**src/rtl/clk_gate_pkg.sv**
```systemverilog
package clk_gate_pkg;
  localparam int unsigned SCAN_W = 4;
  localparam logic [SCAN_W-1:0] SCAN_ON = 4'b0101;
  localparam int unsigned ADDR_W = 2;

  typedef enum logic [ADDR_W-1:0] {
    REG_PERI = 2'd0,
    REG_HINT = 2'd1,
    REG_STAT = 2'd2,
    REG_JIT  = 2'd3
  } reg_addr_e;

  function automatic logic scan_is_on(logic [SCAN_W-1:0] s);
    return s == SCAN_ON;
  endfunction
endpackage

```
**src/rtl/clk_gate_regs.sv**
```systemverilog
module clk_gate_regs
  import clk_gate_pkg::*;
#(
  parameter int unsigned NP = 4,
  parameter int unsigned NT = 4,
  parameter int unsigned DW = 8
) (
  input  logic              clk_i,
  input  logic              rst_ni,
  input  logic              wr_en_i,
  input  logic              rd_en_i,
  input  logic [ADDR_W-1:0] addr_i,
  input  logic [DW-1:0]     wdata_i,
  input  logic [NT-1:0]     status_i,
  output logic [DW-1:0]     rdata_o,
  output logic [NP-1:0]     peri_q_o,
  output logic [NT-1:0]     hint_q_o,
  output logic              jit_q_o
);
  reg_addr_e addr;
  assign addr = reg_addr_e'(addr_i);

  always_ff @(posedge clk_i or negedge rst_ni) begin
    if (!rst_ni) begin
      peri_q_o <= '1;
      hint_q_o <= '1;
      jit_q_o  <= 1'b0;
    end else if (wr_en_i) begin
      case (addr)
        REG_PERI: peri_q_o <= wdata_i[NP-1:0];
        REG_HINT: hint_q_o <= wdata_i[NT-1:0];
        REG_JIT:  jit_q_o  <= wdata_i[0];
        default:  ;  // status is read-only
      endcase
    end
  end

  always_comb begin
    rdata_o = '0;
    if (rd_en_i) begin
      case (addr)
        REG_PERI: rdata_o[NP-1:0] = peri_q_o;
        REG_HINT: rdata_o[NT-1:0] = hint_q_o;
        REG_STAT: rdata_o[NT-1:0] = status_i;
        REG_JIT:  rdata_o[0]      = jit_q_o;
        default:  rdata_o = '0;
      endcase
    end
  end
endmodule

```
**src/rtl/clk_gate_peri.sv**
```systemverilog
module clk_gate_peri #(
  parameter int unsigned NP = 4
) (
  input  logic          scan_on_i,
  input  logic          pwr_en_i,
  input  logic [NP-1:0] en_q_i,
  output logic [NP-1:0] en_o
);
  for (genvar i = 0; i < NP; i++) begin : g_unit
    assign en_o[i] = scan_on_i | (pwr_en_i & en_q_i[i]);
  end
endmodule

```
**src/rtl/clk_gate_trans.sv**
```systemverilog
module clk_gate_trans #(
  parameter int unsigned NT = 4
) (
  input  logic          scan_on_i,
  input  logic          pwr_en_i,
  input  logic [NT-1:0] hint_q_i,
  input  logic [NT-1:0] idle_i,
  output logic [NT-1:0] en_o
);
  for (genvar i = 0; i < NT; i++) begin : g_unit
    logic want;
    // a busy unit holds its clock even after its hint is cleared
    assign want    = hint_q_i[i] | ~idle_i[i];
    assign en_o[i] = scan_on_i | (pwr_en_i & want);
  end
endmodule

```
**src/rtl/clk_gate_ctrl.sv**
```systemverilog
module clk_gate_ctrl
  import clk_gate_pkg::*;
#(
  parameter int unsigned NP = 4,
  parameter int unsigned NT = 4,
  parameter int unsigned DW = 8
) (
  input  logic              clk_i,
  input  logic              rst_ni,
  input  logic              wr_en_i,
  input  logic              rd_en_i,
  input  logic [ADDR_W-1:0] addr_i,
  input  logic [DW-1:0]     wdata_i,
  output logic [DW-1:0]     rdata_o,
  input  logic              pwr_clk_en_i,
  input  logic [SCAN_W-1:0] scanmode_i,
  input  logic [NT-1:0]     idle_i,
  output logic [NP-1:0]     peri_clk_en_o,
  output logic [NT-1:0]     trans_clk_en_o,
  output logic              jitter_en_o
);
  logic          scan_on;
  logic [NP-1:0] peri_q;
  logic [NT-1:0] hint_q;

  assign scan_on = scan_is_on(scanmode_i);

  clk_gate_regs #(.NP(NP), .NT(NT), .DW(DW)) u_regs (
    .clk_i    (clk_i),
    .rst_ni   (rst_ni),
    .wr_en_i  (wr_en_i),
    .rd_en_i  (rd_en_i),
    .addr_i   (addr_i),
    .wdata_i  (wdata_i),
    .status_i (trans_clk_en_o),
    .rdata_o  (rdata_o),
    .peri_q_o (peri_q),
    .hint_q_o (hint_q),
    .jit_q_o  (jitter_en_o)
  );

  clk_gate_peri #(.NP(NP)) u_peri (
    .scan_on_i (scan_on),
    .pwr_en_i  (pwr_clk_en_i),
    .en_q_i    (peri_q),
    .en_o      (peri_clk_en_o)
  );

  clk_gate_trans #(.NT(NT)) u_trans (
    .scan_on_i (scan_on),
    .pwr_en_i  (pwr_clk_en_i),
    .hint_q_i  (hint_q),
    .idle_i    (idle_i),
    .en_o      (trans_clk_en_o)
  );
endmodule

```
**config.mk**
```make
export PLATFORM = sky130hd
export DESIGN_NAME = clk_gate_ctrl
export DESIGN_NICKNAME = d
export VERILOG_FILES = /design/src/rtl/clk_gate_pkg.sv /design/src/rtl/clk_gate_regs.sv /design/src/rtl/clk_gate_peri.sv /design/src/rtl/clk_gate_trans.sv /design/src/rtl/clk_gate_ctrl.sv
export SDC_FILE = /design/constraint.sdc
export NUM_CORES = 1
export LEC_CHECK = 0
export BUFFER_PORTS_ARGS = -buffer_cell sky130_fd_sc_hd__buf_2
export CAP_MARGIN = 0
export CORE_MARGIN = 1.5
export CORE_UTILIZATION = 44
export DETAILED_ROUTE_END_ITERATION = 6
export PLACE_DENSITY = 0.82
export SLEW_MARGIN = 20
export SYNTH_ARGS = -nofsm -noshare
export SYNTH_HDL_FRONTEND = slang
export SYNTH_HIERARCHICAL = 1
export SYNTH_SLANG_ARGS = --single-unit
```
**constraint.sdc**
```tcl
create_clock -name clk_i -period 3.8 [get_ports clk_i]
set_input_delay 0.38 -clock clk_i [delete_from_list [all_inputs] [get_ports clk_i]]
set_output_delay 0.38 -clock clk_i [all_outputs]
set_load 0.1 [all_outputs]
```
==> results.txt <==
status: completed
post-layout minimum cycle time: 2210 ps
Mapped Area: 633 sq um
Total GRT Usage: 0.166
XOR/XNOR Fraction of Synth Area: 0
Nets: 112
main combinational cell family by area after synthesis: multiplexers
GPL Wtd Cong: 0.810
clk_lat worst skew: 250 ps
Routed Wire Length: 1250 um
Worst path slowest cell: mux4_2
via count: 509
VDD IR max: 448 uV
drt pass-1 iters: 3
flops & latches, synth: 9
Worst Skew: 0 ps
HP Class: input port to register
# IOs: 40
filler cell count: 117
commonest non-fill, non-tap cells in the layout: buf_2, mux2_2, a21o_1, dfstp_2
Post-Syn Area per Cell: 11.5 sq um
WP data arrival: 1830 ps
crit path buf inv count: 1
power share of the combinational group: 0.515
total CTS buffers: 3
worst setup margin: 1590 ps
instance count on the critical path: 5
WS Path Type: register to output port
ant diodes: 0
DRT antenna net count: 0
Post-Synth Adder-Cell Area: 0
Initial DRC Count: 5
initial antenna violation count: 0
Finished Cell Area: 806 sq um
Crit path max-delay family: multiplexers
Die W: 40.9 um
crit share post-route: 0.582
layout cell share with drive strength beyond 1: 0.614
clock share of power: 0.160
clock buffer depth: 2
CTS tree: built
Min-Delay Startpoint: wdata_i[1]
CP Capture Type: output port
Post-Synth Simple-Gate Area: 0.184
CTS-repair resized insts: 0
CTS sink count: 9
Seq pwr share: 0.325
IO Port Bufs: 31
Leak: 0.429 nW
die height: 40.9 um
pre-CTS setup slack: 1590 ps
cts hold-fix bufs: 1
setup_tns: 0 ps
Required @ worst endpoint: 3420 ps
Switch Pwr: 0.000213 W
GRT Residual Overflow: 0
CP max FO: 3
Peak Freq: 452 MHz
Core Box Area: 1320 sq um
first-pass GRT wire length: 1740 um
max-slew violation count: 0
Post-Syn Instances: 55
placed inst area: 769 sq um
commonest non-fill, non-tap cell in the layout: buf_2
number of global-route vias before repair: 441
Root Driver: clkbuf_4
Post-CTS Setup Bufs: 0
multi-input logic area: 360 sq um
Setup violations, final: 0
internal power: 0.000220 W
drt via density: 4.94
row count: 13
Die ar.: 1680 sq um
Synth cell types: 16
CP Launch Type: register
initial core utilization: 0.481
Post-Place Cells: 98
final hold viol count: 0
WL per Instance: 12.2 um
FF-to-FF Start: u_regs/jit_q_o
Pwr per Cell Area: 538 nW/um^2
complex-gate fraction of the synthesized area: 0.119
Max-Cap Viols: 0
Worst Reg-to-Reg Cells: 1
RSZ-0062 raised after global routing: no
CTS clk-pin slew, worst paths: 60 ps
DRC Markers: 0
Area growth syn-to-layout: 27.3%
H-tree depth: 1
CP cell instances: nand2b_1 > a21o_1 > mux4_2 > and2_1 > buf_2
Setup crit start: u_regs/hint_q_o[0]
Tot Pwr: 0.000433 W
Sequential cell area: 235 sq um
register area share after synthesis: 0.372
Switching Share: 0.492
mux contribution to synthesized area: 0.243
non-filler cells, final: 103
yosys warns: 6
largest net degree at the start of global routing: 11
dpl hpwl: 1030 um
Max stage delay on crit path: 440 ps
worst hold stages: 2
metal layers:
layer / vias to the layer above / GRT usage / part of all wire
met4: 0 / 0.100 / 0
li1: 255 / - / -
met3: 0 / 0.0435 / 0.045
met1: 240 / 0.178 / 0.40
met2: 14 / 0.285 / 0.56
met5: - / 0 / 0
cells in the mapped netlist:
master    n  share of area
a21o_1    8          0.095
and2_1    4          0.040
and4bb_2  1          0.020
buf_4     5          0.059
buf_6     1          0.018
conb_1    1         0.0059
dfrtp_1   1          0.040
dfstp_2   8           0.33
mux2_2    9           0.16
mux2i_1   3          0.047
mux4_2    1          0.036
nand2b_1  4          0.040
nand3_1   1         0.0079
nand3b_1  4          0.047
nor3b_4   1          0.030
o21ai_0   3          0.024
sequential cells by signal, indices dropped and copies added (netlist names):
name             flops
u_regs/hint_q_o      4
u_regs/peri_q_o      4
u_regs/jit_q_o       1
cell families (layout without fill, tap and decap cells):
kind of cell | after synthesis | in the layout
simple gates | 15 | 15
mux | 13 | 13
compound gates | 11 | 11
flops | 9 | 9
buf+inv | 6 | 36
other cells | 1 | 4
per-stage QoR:
step | hold slack (ps) | util
2_1_floorplan | 84.4 | -
3_3_place_gp | 231 | 0.584
3_5_place_dp | 232 | 0.584
4_1_cts | 360 | 0.612
5_1_grt | 368 | 0.612
6_report | 371 | 0.612
power groups by stage:
stage               registers [W]  clock network (W)  logic (W)
floorplan                0.000151                  0   0.000182
global placement         0.000140                  0   0.000220
detailed placement       0.000142                  0   0.000223
CTS                      0.000141          0.0000742   0.000224
global route             0.000144          0.0000772   0.000233
finish                   0.000141          0.0000693   0.000223
path summary, 6_finish.rpt:
path | endpoint | slack [ps]
setup / recovery | rdata_o[0] | 1590
hold / removal | u_regs/peri_q_o[1] | 370
setup reg to reg | u_regs/jit_q_o | 3040
hold reg to reg | u_regs/jit_q_o | 530
max in group asynchronous | u_regs/hint_q_o[0] | 3050
min in group asynchronous | u_regs/jit_q_o | 510
final cells by class:
type | instances | area share
repair buffers | 32 | 0.205
well taps | 15 | 0.0233
clock buffers | 4 | 0.0326
multi-input cells | 43 | 0.447
flip-flops and latches | 9 | 0.292
Power figures use the tool's default switching activity.
